`src/rtl/vbr_pkg.sv`:
```
package vbr_pkg;

    typedef struct packed {
        logic all;
        logic snz;
        logic cti;
        logic vsb;
        logic vli;
        logic lru;
        logic sz;
    } vbr_mode_t;

    typedef struct packed {
        logic [3:0] bo;
        logic [1:0] bi;
        logic       aa;
        logic       lk;
        logic       scalar;
        logic       vlset;
        logic       ctest;
    } vbr_op_t;

    typedef enum logic [1:0] {
        ST_IDLE = 2'd0,
        ST_RUN  = 2'd1,
        ST_FIN  = 2'd2
    } vbr_state_t;

    function automatic logic elem_cond(input logic [3:0] bo, input logic tbit);
        return bo[0] | ~(tbit ^ bo[1]);
    endfunction

endpackage

```
`src/rtl/vbr_elem.sv`:
```
module vbr_elem
    import vbr_pkg::*;
#(
    parameter int CTR_W = 16
) (
    input  vbr_mode_t        md,
    input  vbr_op_t          op,
    input  logic [3:0]       fld,
    input  logic             pbit,
    input  logic [CTR_W-1:0] ctr_cur,
    input  logic             acc_cur,
    output logic             skip,
    output logic             dec,
    output logic [CTR_W-1:0] ctr_nxt,
    output logic             acc_nxt,
    output logic             vl_hit,
    output logic             early
);
    logic tbit;
    logic cond;
    logic ctr_ok;
    logic res;

    always_comb begin
        skip    = ~pbit & ~md.sz;
        tbit    = pbit ? fld[op.bi] : md.snz;
        cond    = elem_cond(op.bo, tbit);
        if (skip)
            dec = ~op.bo[2] & op.ctest & ~md.cti;
        else
            dec = ~op.bo[2] & ~(op.ctest & (cond ^ md.cti));
        ctr_nxt = dec ? ctr_cur - 1'b1 : ctr_cur;
        ctr_ok  = op.bo[2] | ((ctr_nxt != '0) ^ op.bo[3]);
        res     = cond & ctr_ok;
        if (skip)
            acc_nxt = acc_cur;
        else if (md.all)
            acc_nxt = acc_cur & res;
        else
            acc_nxt = acc_cur | res;
        vl_hit  = ~skip & op.vlset & (md.vsb == res);
        early   = ~skip & (res != md.all);
    end
endmodule

```
`src/rtl/vbr_link.sv`:
```
module vbr_link #(
    parameter int ADDR_W = 32,
    parameter int BD_W   = 14
) (
    input  logic              taken,
    input  logic              aa,
    input  logic              lk,
    input  logic              lru,
    input  logic [BD_W-1:0]   bd,
    input  logic [ADDR_W-1:0] cia,
    input  logic [ADDR_W-1:0] lr_cur,
    output logic [ADDR_W-1:0] nia,
    output logic [ADDR_W-1:0] lr_new,
    output logic              lr_we
);
    localparam int EXT_W = ADDR_W - BD_W - 2;

    logic [ADDR_W-1:0] off;
    logic [ADDR_W-1:0] seq;
    logic              lflag;

    always_comb begin
        off   = {{EXT_W{bd[BD_W-1]}}, bd, 2'b00};
        seq   = cia + ADDR_W'(4);
        if (!taken)
            nia = seq;
        else if (aa)
            nia = off;
        else
            nia = cia + off;
        lflag  = lk ^ (taken & lru);
        lr_we  = lflag;
        lr_new = lflag ? seq : lr_cur;
    end
endmodule

```
`src/rtl/vbr_seq.sv`:
```
module vbr_seq
    import vbr_pkg::*;
#(
    parameter int MAX_VL = 8,
    parameter int CTR_W  = 16,
    parameter int ADDR_W = 32,
    parameter int BD_W   = 14,
    localparam int VL_W  = $clog2(MAX_VL + 1),
    localparam int IDX_W = (MAX_VL > 1) ? $clog2(MAX_VL) : 1
) (
    input  logic                  clk,
    input  logic                  rst,
    input  logic                  start,
    input  logic [1:0]            mode_sel,
    input  logic                  m_all,
    input  logic                  m_snz,
    input  logic                  m_cti,
    input  logic                  m_vsb,
    input  logic                  m_vli,
    input  logic                  m_lru,
    input  logic                  m_sz,
    input  logic [3:0]            bo,
    input  logic [1:0]            bi,
    input  logic                  aa,
    input  logic                  lk,
    input  logic [BD_W-1:0]       bd,
    input  logic [ADDR_W-1:0]     cia,
    input  logic [MAX_VL-1:0]     pred,
    input  logic [4*MAX_VL-1:0]   crf,
    input  logic [VL_W-1:0]       vl_in,
    input  logic                  crf_scalar,
    input  logic [CTR_W-1:0]      ctr_in,
    input  logic [ADDR_W-1:0]     lr_in,
    output logic                  done,
    output logic                  taken,
    output logic [ADDR_W-1:0]     nia,
    output logic [CTR_W-1:0]      ctr_out,
    output logic                  ctr_we,
    output logic [ADDR_W-1:0]     lr_out,
    output logic                  lr_we,
    output logic [VL_W-1:0]       vl_out,
    output logic                  vl_we
);
    vbr_state_t           st;
    vbr_mode_t            md_q;
    vbr_op_t              op_q;
    logic [BD_W-1:0]      bd_q;
    logic [ADDR_W-1:0]    cia_q;
    logic [ADDR_W-1:0]    lr_q;
    logic [MAX_VL-1:0]    pred_q;
    logic [4*MAX_VL-1:0]  crf_q;
    logic [VL_W-1:0]      vl_q;
    logic [VL_W-1:0]      idx;
    logic                 acc_q;
    logic [CTR_W-1:0]     ctr_q;
    logic                 dec_any;
    logic [VL_W-1:0]      vl_res;
    logic                 vl_we_q;

    logic [3:0]           fld_arr [MAX_VL];
    logic [IDX_W-1:0]     sel;
    logic                 e_skip, e_dec, e_acc, e_vlhit, e_early;
    logic [CTR_W-1:0]     e_ctr;
    logic                 last;
    logic                 stop;
    logic [VL_W-1:0]      idx_inc;

    genvar g;
    generate
        for (g = 0; g < MAX_VL; g++) begin : g_fld
            assign fld_arr[g] = crf_q[4*g +: 4];
        end
    endgenerate

    assign sel     = idx[IDX_W-1:0];
    assign idx_inc = idx + 1'b1;
    assign last    = (idx_inc == vl_q);
    assign stop    = e_vlhit | e_early | op_q.scalar | last;

    vbr_elem #(.CTR_W(CTR_W)) u_elem (
        .md      (md_q),
        .op      (op_q),
        .fld     (fld_arr[sel]),
        .pbit    (pred_q[sel]),
        .ctr_cur (ctr_q),
        .acc_cur (acc_q),
        .skip    (e_skip),
        .dec     (e_dec),
        .ctr_nxt (e_ctr),
        .acc_nxt (e_acc),
        .vl_hit  (e_vlhit),
        .early   (e_early)
    );

    always_ff @(posedge clk) begin
        if (rst) begin
            st      <= ST_IDLE;
            md_q    <= '0;
            op_q    <= '0;
            bd_q    <= '0;
            cia_q   <= '0;
            lr_q    <= '0;
            pred_q  <= '0;
            crf_q   <= '0;
            vl_q    <= '0;
            idx     <= '0;
            acc_q   <= 1'b0;
            ctr_q   <= '0;
            dec_any <= 1'b0;
            vl_res  <= '0;
            vl_we_q <= 1'b0;
        end else begin
            unique case (st)
                ST_IDLE: begin
                    if (start) begin
                        md_q    <= '{all: m_all, snz: m_snz, cti: m_cti, vsb: m_vsb,
                                     vli: m_vli, lru: m_lru, sz: m_sz};
                        op_q    <= '{bo: bo, bi: bi, aa: aa, lk: lk, scalar: crf_scalar,
                                     vlset: mode_sel[0], ctest: mode_sel[1]};
                        bd_q    <= bd;
                        cia_q   <= cia;
                        lr_q    <= lr_in;
                        pred_q  <= pred;
                        crf_q   <= crf;
                        vl_q    <= vl_in;
                        idx     <= '0;
                        acc_q   <= m_all;
                        ctr_q   <= ctr_in;
                        dec_any <= 1'b0;
                        vl_res  <= vl_in;
                        vl_we_q <= 1'b0;
                        st      <= (vl_in == '0) ? ST_FIN : ST_RUN;
                    end
                end
                ST_RUN: begin
                    ctr_q <= e_ctr;
                    acc_q <= e_acc;
                    if (e_dec)
                        dec_any <= 1'b1;
                    if (e_vlhit) begin
                        vl_res  <= md_q.vli ? idx_inc : idx;
                        vl_we_q <= 1'b1;
                    end
                    if (stop)
                        st <= ST_FIN;
                    else
                        idx <= idx_inc;
                end
                ST_FIN: st <= ST_IDLE;
                default: st <= ST_IDLE;
            endcase
        end
    end

    vbr_link #(.ADDR_W(ADDR_W), .BD_W(BD_W)) u_link (
        .taken  (acc_q),
        .aa     (op_q.aa),
        .lk     (op_q.lk),
        .lru    (md_q.lru),
        .bd     (bd_q),
        .cia    (cia_q),
        .lr_cur (lr_q),
        .nia    (nia),
        .lr_new (lr_out),
        .lr_we  (lr_we)
    );

    assign done    = (st == ST_FIN);
    assign taken   = acc_q;
    assign ctr_out = ctr_q;
    assign ctr_we  = dec_any;
    assign vl_out  = vl_res;
    assign vl_we   = vl_we_q;
endmodule

```
`config.mk`:
```
export PLATFORM = sky130hd
export DESIGN_NAME = vbr_seq
export DESIGN_NICKNAME = d
export VERILOG_FILES = /design/src/rtl/vbr_pkg.sv /design/src/rtl/vbr_elem.sv /design/src/rtl/vbr_link.sv /design/src/rtl/vbr_seq.sv
export SDC_FILE = /design/constraint.sdc
export NUM_CORES = 1
export LEC_CHECK = 0
export BUFFER_PORTS_ARGS = -buffer_cell sky130_fd_sc_hd__buf_2
export CAP_MARGIN = 10
export CELL_PAD_IN_SITES_DETAIL_PLACEMENT = 1
export CELL_PAD_IN_SITES_GLOBAL_PLACEMENT = 2
export CORE_MARGIN = 4
export CORE_UTILIZATION = 27
export CTS_CLUSTER_SIZE = 28
export DETAILED_ROUTE_END_ITERATION = 6
export GPL_ROUTABILITY_DRIVEN = 0
export HOLD_SLACK_MARGIN = 0.03
export PLACE_DENSITY_LB_ADDON = 0.3
export SYNTH_ARGS = -nofsm -noshare
export SYNTH_HDL_FRONTEND = slang
export SYNTH_SLANG_ARGS = --single-unit
```
`constraint.sdc`:
```
create_clock -name clk -period 3.8 [get_ports clk]
set_input_delay 0.76 -clock clk [delete_from_list [all_inputs] [get_ports clk]]
set_output_delay 0.76 -clock clk [all_outputs]
set_load 0.02 [all_outputs]
```
# After elaboration in Yosys (flattened, before gate mapping)

Cells that the tools add are included.

Register bits after elaboration: 169
Bits of input ports: 159
Output and inout port bits: 89
Logic and storage cells: 120

Add/sub/neg operators: 4
$lt $le $gt $ge: 3
Equality and inequality tests: 11
Muxes and demuxes: 35
Bitwise operators: 29
Reductions and logical operators: 11

Operators by type and width:

| kind                                                                  | count |
|---|---|
| 32-bit 2-to-1 mux                                                     | 3 |
| 32-bit by 3-bit adder with 32-bit output (second input constant)      | 1 |
| 32-bit adder                                                          | 1 |
| 16-bit 2-to-1 mux                                                     | 2 |
| 16-bit one-hot mux with 2 select lines                                | 1 |
| 4-bit 2-to-1 mux                                                      | 7 |
| 4-bit one-hot mux with 2 select lines                                 | 2 |
| 16-bit nonzero test                                                   | 1 |
| 16-bit by 1-bit subtractor with 16-bit output (second input constant) | 1 |
| 4-bit binary-select mux with 3-bit select                             | 1 |
| 2-bit != test (second input constant)                                 | 6 |
| 3-bit AND reduction                                                   | 4 |
| 1-bit bitwise AND                                                     | 11 |
| 1-bit 2-to-1 mux                                                      | 10 |
| 1-bit inverter                                                        | 7 |
| 2-bit 2-to-1 mux                                                      | 3 |
| 1-bit bitwise OR                                                      | 6 |
| 1-bit one-hot mux with 2 select lines                                 | 3 |
| 2-bit AND reduction                                                   | 3 |
| 4-bit by 1-bit adder with 4-bit output (second input constant)        | 1 |
| 4-bit == test                                                         | 1 |
| 4-bit greater-or-equal comparator (second input constant)             | 1 |
| 4-bit logical NOT                                                     | 1 |
| 3-bit by 4-bit < comparator with 1-bit output (second input constant) | 1 |
| other kinds (12)                                                      | 15 |

# Logic depth before layout (Yosys ltp)

Gate-level depths: netlist of run 1.

Depth in word-level cells: 27
Mapped depth: 16
Gate-level depth less buffers: 16

# Cells and area by module

From an unflattened synthesis of run 1, not the netlist that was laid out.

Cell total of the unflattened synthesis: 1346
Area, all modules: 10222.3 µm²

Modules (own cells, without submodules):

| module   | instances | cells each | area each (µm²) | sequential area each (µm²) |
|---|---|---|---|---|
| vbr_seq  | 1         | 797        | 6459.9          | 3383.2 |
| vbr_link | 1         | 431        | 2951.6          | 0.0 |
| vbr_elem | 1         | 118        | 810.8           | 0.0 |

# Worst setup path after synthesis of run 1

OpenSTA, ideal clock, no wires.

Path type: register to output
Start point: register cia_q[2]
End point: output port nia[28]
Arrival time: 3.337 ns
Data required time: 3.040 ns
Setup slack: -0.297 ns
Cell stages (with the launch flop): 17
Path buffers: 0
Cell sequence: dfxtp_1 -> ha_1 -> inv_1 -> fa_1 -> nor2b_1 -> o21ai_0 -> a21boi_0 -> o21ai_0 -> a21oi_1 -> o21ai_0 -> a21oi_1 -> a311oi_1 -> o31a_1 -> o21ai_0 -> nor2_1 -> xor2_1 -> o221ai_1

Longest elaborated chain between the ends: 3
Elaborated cells between the ends (all ways): 4
Those cells by class: 2 x add/sub; 2 x mux

RTL lines:

| item                   | line           | text |
|---|---|---|
| from (decl)            | vbr_seq.sv:48  | `logic [ADDR_W-1:0] cia_q;` |
| from (signal assigned) | vbr_seq.sv:121 | `cia_q <= cia;` |
| 32-bit adder           | vbr_link.sv:30 | `nia = cia + off;` |
| 32-bit 2-to-1 mux      | vbr_link.sv:27 | `else if (aa)` |
| 32-bit 2-to-1 mux *    | vbr_link.sv:25 | `if (!taken)` |
| to (decl)              | vbr_seq.sv:36  | `output logic [ADDR_W-1:0] nia,` |

Mark *: on every way between the ends. The rest lies on a longest branch, timed or not.

# Worst setup path after layout of run 1

Start point: register bd_q[1]
End point: output port nia[31]

Longest elaborated chain between the ends: 3

RTL lines:

| item                   | line           | text |
|---|---|---|
| from (decl)            | vbr_seq.sv:47  | `logic [BD_W-1:0] bd_q;` |
| from (signal assigned) | vbr_seq.sv:100 | `bd_q <= '0;` |
| from (signal assigned) | vbr_seq.sv:120 | `bd_q <= bd;` |
| 32-bit adder           | vbr_link.sv:30 |  |
| 32-bit 2-to-1 mux      | vbr_link.sv:27 |  |
| 32-bit 2-to-1 mux      | vbr_link.sv:25 |  |

Every way passes these cells.

==> impl_results.md, run 1 <==
- Status: complete, but fails checks
- Failing checks: negative setup slack
- Die H: 202 um
- IO Port Bufs: 247
- Die Width: 202 um
- Crit path DAT: 3.56 ns
- CTS clk-pin slew, worst paths: 0.07 ns
- Max Clk Rate: 231 MHz
- Initial core utilization: 27.5%
- Final worst path period need: 4.32 ns
- Worst Setup End Kind: primary output
- Yosys warning total: 0
- Share of cells above drive strength 1: 32.2%
- Maximum number of pins on one net before global-route repair: 93
- Maximum vdd drop: 0.000327 V
- Synthesized area per cell: 7.43 um^2
- Clock sink total: 169
- Cell at the root of the clock tree: clkbuf_16
- Final setup viols: 28
- Seq/Total Area, Yosys: 33.3%
- CP required: 3.04 ns
- Total length of routed wires: 40.2 mm
- Min-Delay Path Depth: 2
- TritonCTS Buffers: 17
- Worst R2R Path Depth: 14
- RSZ-0062 raised after global routing: true
- Setup Skew: 0.0156 ns
- Met3 usage: 3.63%
- Clk Latency, worst-skew pair: 0.45 ns
- Leading area contributor after synthesis: dfxtp_1
- Post-synthesis instance total: 1365
- Pleak: 5.97 nW
- GR Util met1: 24.6%
- GRT overflow: 0
- Asr flop ratio synth: 0%
- Via density: 4.95
- Period utilization: 114%
- Die area: 0.0407 mm^2
- Setup TNS Final: -8.10 ns
- Final Hold Fails: 0
- Synth top area share: 33.3%
- Worst setup margin: -0.522 ns
- R2R setup slack: -0.27 ns
- Hold_sp: crf_q[8]
- #FFs+latches synth: 169
- Drt drc: 0
- H-Tree Depth: 4
- P&R area growth vs syn: 38.3%
- Nets: 1879
- Top_reg_cell synth: dfxtp_1
- CORE AREA: 0.0369 mm^2
- CTS tree: built
- Power Dens Cells: 434 mW/mm^2
- Met2 Use GR: 33.4%
- Top area cells in the synthesized netlist: dfxtp_1 (33%), nand2_1 (13%), a21oi_1 (11%)
- Antenna cells: 0
- Initial antenna violation count: 2
- GR peak layer: met2
- CP Class: register to primary output
- First-pass iteration count of the detailed router: 4
- Dpl hpwl: 29.3 mm
- Syn Nets: 1557
- Reg-to-Reg Start: idx[1]
- Worst slew pin tran: 0.879 ns
- Number of global-route vias before repair: 11440
- WHS Endpoint: crf_q[8]
- Number of enable flip-flop cells after synthesis: 0
- Tot GR Track Use: 19.1%
- Row Count: 70
- Synth cell types: 80
- Non-Filler Instances: 2203
- Slew margin rel.: 41.3%
- Vias: 10899
- Crit-path max FO: 4
- Most frequent cell after synthesis: nand2_1
- Post-Syn Area: 0.0101 mm^2
- Placed cells: 2138
- Worst slack at placement: -0.400 ns
- HP Class: register to register
- Routed Antenna Nets: 0
- Clock Tree Buf Depth: 2
- Global-route wire length before repair: 63.5 mm
- # IOs: 248
- Max Slew Vio Count: 0
- CP Launch Type: register
- Average routed wire per standard cell: 18.2 um
- Max_cap viols: 0
- DRT iter0 DRCs: 368
- Synth top cells by count: nand2_1 (346), a21oi_1 (217), dfxtp_1 (169)
- Reg-to-reg critical path endpoint: vl_out[1]
-- layer usage --
metal	vias to the layer above	wire, um	share of wire (%)
li1	5390	-	-
met1	5292	18300	46
met2	191	20000	50
met3	24	1460	3.6
met4	2	367	0.91
met5	-	8	0.020
-- registers in the layout, summed over array words and instances (netlist names) --
register  flops
bd_q         14
st            2
crf_q        32
vl_q          4
ctr_we        1
idx           4
md_q          7
taken         1
vl_we         1
vl_out        4
lr_q         32
cia_q        32
op_q         11
pred_q        8
ctr_out      16
-- where the power goes --
part	internal (mW)	leakage (nW)	total, mW	switching, mW
registers	1.93	1.39	2.10	0.164
clock network	0.937	0.278	1.78	0.838
logic	0.929	4.30	2.21	1.29
total	3.80	5.97	6.09	2.29
-- critical path, cell delays in order, from the launching register on --
cell	delay, ns
dfxtp_4	0.36
ha_4	0.26
a21o_1	0.13
a21oi_2	0.07
o21ai_2	0.15
a211oi_2	0.11
o31ai_2	0.23
a31o_2	0.22
nand3_2	0.09
a211o_4	0.38
o31ai_4	0.19
a211oi_1	0.11
nor3_1	0.26
a21oi_1	0.09
nor3b_2	0.25
buf_4	0.19
-- placed cells by master, fill, tap and decap left out, types with 7 or more instances in the layout --
cell type	netlist	final
o21ai_2	0	9
o211ai_1	20	20
nor4_1	8	8
a21oi_1	217	202
nand2_1	346	344
o21a_1	12	12
buf_6	2	19
nor2b_1	9	8
a21o_1	12	12
clkbuf_16	0	17
xor2_1	29	28
buf_2	2	225
a21oi_2	0	15
dfxtp_1	169	162
and3_1	11	11
mux2i_1	24	20
nor2_1	88	85
nor3_1	22	20
xnor2_1	37	33
or3_1	7	7
inv_1	27	26
buf_4	2	133
nand2b_1	12	12
nand3_1	28	22
mux2_2	29	28
o21ai_0	22	11
ha_1	32	30
-- per-stage QoR --
step | instance area [um^2] | util, % | hold WS, ns | power [mW]
global route | 14000 | 38.1 | 0.473 | 6.46
CTS | 13700 | 37.3 | 0.458 | 6.08
floorplan | 10200 | - | 0.433 | 3.32
detailed placement | 12600 | 34.1 | 0.448 | 4.13
global placement | 12600 | 34.1 | 0.440 | 4.10
finish | 14000 | 38.1 | 0.453 | 6.09
-- layout make-up --
type | instances | area, um^2
multi-input combinational | 1088 | 6850
clock inverter | 13 | 134
inverter | 27 | 101
sequential | 169 | 3400
timing repair buffer | 384 | 2490
tap | 504 | 631
clock buffer | 18 | 439
fill | 4548 | 22800
-- worst max-delay path by stage --
stage	start	to	slack (ns)	cells past startpoint
2_1_floorplan	idx[1]	vl_out[0]	-0.01	15
3_3_place_gp	bd_q[0]	nia[30]	-0.37	18
3_5_place_dp	bd_q[0]	nia[30]	-0.40	18
4_1_cts	bd_q[1]	nia[31]	-0.61	15
5_1_grt	bd_q[0]	nia[30]	-0.74	17
6_report	bd_q[1]	nia[31]	-0.52	15
-- what timing repair did --
item                       4_1_cts  5_1_grt
buffers inserted                32        7
pin swaps                       34       51
resized for setup               81       62
hold buffers                     0        0
setup endpoints to repair       34       40
gates cloned                     1        0
-- logic make-up after synthesis --
family | count (synthesis) | share of synthesized area (%)
buffers and inverters | 108 | 4.24
AND/OR/NAND/NOR | 564 | 24.2
AO/OA/AOI/OAI | 371 | 22.5
XOR/XNOR | 67 | 5.97
adder cells (fa/ha/maj) | 33 | 4.14
multiplexers | 53 | 5.59
flip-flops | 169 | 33.3
Power figures use the tool's default switching activity.
==> run 2: changes to the inputs <==
--- a/config.mk
+++ b/config.mk
@@ -15,7 +15,7 @@
 export DETAILED_ROUTE_END_ITERATION = 6
 export GPL_ROUTABILITY_DRIVEN = 0
 export HOLD_SLACK_MARGIN = 0.03
-export PLACE_DENSITY_LB_ADDON = 0.3
+export PLACE_DENSITY_LB_ADDON = 0.1
 export SYNTH_ARGS = -nofsm -noshare
 export SYNTH_HDL_FRONTEND = slang
 export SYNTH_SLANG_ARGS = --single-unit
==> run 2 against run 1 <==
The run still ends with negative setup slack left. Critical endpoint is now nia[30]. Via count shrank 1.7%. Critical path type unchanged. Combinational power fell by 3%. Sequential share of layout area grew 0.29 points. Routed wire length barely moved. Final cell count down 0.82%. Largest power group unchanged. Global-route usage rose by 0.32 points.
==> impl_results.md, run 2 (synthesis results as in run 1) <==
- Status: complete, but fails checks
- Failing checks: negative setup slack
- Clock sink total: 169
- Total length of routed wires: 40.2 mm
- Drt drc: 0
- Tot GR Track Use: 19.4%
- Most frequent cells in the layout: nand2_1 (342), buf_2 (226), a21oi_1 (203)
- Max Clk Rate: 233 MHz
- Die area: 0.0407 mm^2
- Period utilization: 113%
- CORE AREA: 0.0369 mm^2
- Placed cells: 2136
- Maximum vdd drop: 0.000312 V
- Worst slew pin tran: 0.825 ns
- Die Width: 202 um
- Hold_ws: 0.456 ns
- Power Dens Cells: 451 mW/mm^2
- GRT overflow: 0
- RSZ-0062 raised after global routing: true
- # IOs: 248
- Final worst path period need: 4.30 ns
- CTS tree: built
- Clock Tree Buf Depth: 2
- Worst Setup End Kind: primary output
- CTS clk-pin slew, worst paths: 0.08 ns
- Routed Antenna Nets: 0
- Number of global-route vias before repair: 11348
- DRT iter0 DRCs: 375
- Antenna cells: 0
- Vias: 10712
- Slew margin rel.: 45.0%
- TritonCTS Buffers: 17
- Setup TNS Final: -8.20 ns
- P&R area growth vs syn: 36.9%
- Die H: 202 um
- Setup Skew: 0.0166 ns
- Crit path DAT: 3.54 ns
- Max_cap viols: 0
- Final Hold Fails: 0
- First-pass iteration count of the detailed router: 4
- CP Class: register to primary output
- HP Class: register to register
- Via density: 4.90
- Final instance area: 0.0139 mm^2
- Row Count: 70
- Post-layout power: 6.26 mW
- Regs by FF count: cia_q: 32 flops, crf_q: 32 flops, lr_q: 32 flops
- Max Slew Vio Count: 0
- Worst setup margin: -0.496 ns
- Crit-path max FO: 2
- Initial core utilization: 27.5%
- Dpl hpwl: 29.0 mm
- Most common cell after layout, fill and taps aside: nand2_1
- Initial antenna violation count: 0
- DP Area: 0.0126 mm^2
- Global-route wire length before repair: 64.2 mm
- Non-Filler Instances: 2185
- Pleak: 5.87 nW
- Nets: 1860
- Average routed wire per standard cell: 18.4 um
- Share of cells above drive strength 1: 31.4%
- IO Port Bufs: 247
- H-Tree Depth: 4
- Clk Latency, worst-skew pair: 0.46 ns
- Cell at the root of the clock tree: clkbuf_16
- Final setup viols: 28
- Maximum number of pins on one net before global-route repair: 108
- CP required: 3.04 ns
- CP Launch Type: register
==> run 2: cell count changes in the layout (fill, tap and decap cells not counted), moves of 2 or more <==
cell / change
buf_4: -22
buf_6: +4
bufinv_16: +3
clkinv_4: -2
dfxtp_1: -3
dfxtp_2: +3
mux2i_1: +2
nand2_1: -2
nand3_1: +2
nor2_1: -2
nor2_2: +2
o311ai_1: +2
==> run 2: path summary, 6_finish.rpt <==
path,from,end,slack (ns),depth (start not counted)
worst max-delay path,bd_q[0],nia[30],-0.50,18
worst max register to register,idx[1],idx[1],-0.20,16
worst min register to register,lr_q[22],lr_q[22],0.46,2
worst min-delay path,lr_q[22],lr_q[22],0.46,2
==> run 2: metrics by stage <==
step | util, % | setup slack (ns)
3_3_place_gp | 34.1 | -0.343
5_1_grt | 37.7 | -0.732
2_1_floorplan | - | -0.00953
6_report | 37.7 | -0.496
4_1_cts | 37.3 | -0.556
3_5_place_dp | 34.1 | -0.391
==> run 2: timing repair <==
action / CTS / global route
hold buffers: 0 / 0
endpoints found under the hold margin: 0 / 0
setup endpoints to repair: 36 / 38
resized for setup: 103 / 35
pin swaps: 48 / 25
setup buffers: 15 / 4
==> run 2: final cells by class <==
class,instances,area (um^2)
inverter,27,101
multi-input combinational,1088,6780
clock buffer,17,425
fill,4511,23000
timing repair buffer,365,2320
sequential,169,3400
clock inverter,15,226
tap,504,631
==> run 2: routing by layer <==
metal,wire length [um],part of all wire (%),vias to the layer above,global-route usage (%)
met2,19000,47,157,32.2
li1,-,-,5351,-
met1,19600,49,5183,26.5
met5,0,0,-,0
met3,1200,3.0,21,3.06
met4,437,1.1,0,4.79
==> run 2: worst max-delay path, stage by stage (launching register included) <==
cell and delay [ns]:
dfxtp_2 0.36, ha_4 0.14, inv_2 0.03, fa_2 0.36
nor2b_4 0.14, o21ai_2 0.07, a21boi_2 0.16, o21ai_2 0.09
a21oi_2 0.14, o21ai_2 0.08, a21oi_2 0.20, a311oi_1 0.12
buf_4 0.17, o31a_1 0.27, o21ai_2 0.17, o41ai_2 0.09
mux2i_1 0.17, o211ai_1 0.12, buf_4 0.19
==> run 2: power by group <==
part | leakage [nW] | switching, mW | total (mW) | internal [mW]
registers | 1.39 | 0.166 | 2.10 | 1.93
clock network | 0.318 | 0.875 | 2.00 | 1.13
logic | 4.16 | 1.26 | 2.15 | 0.892
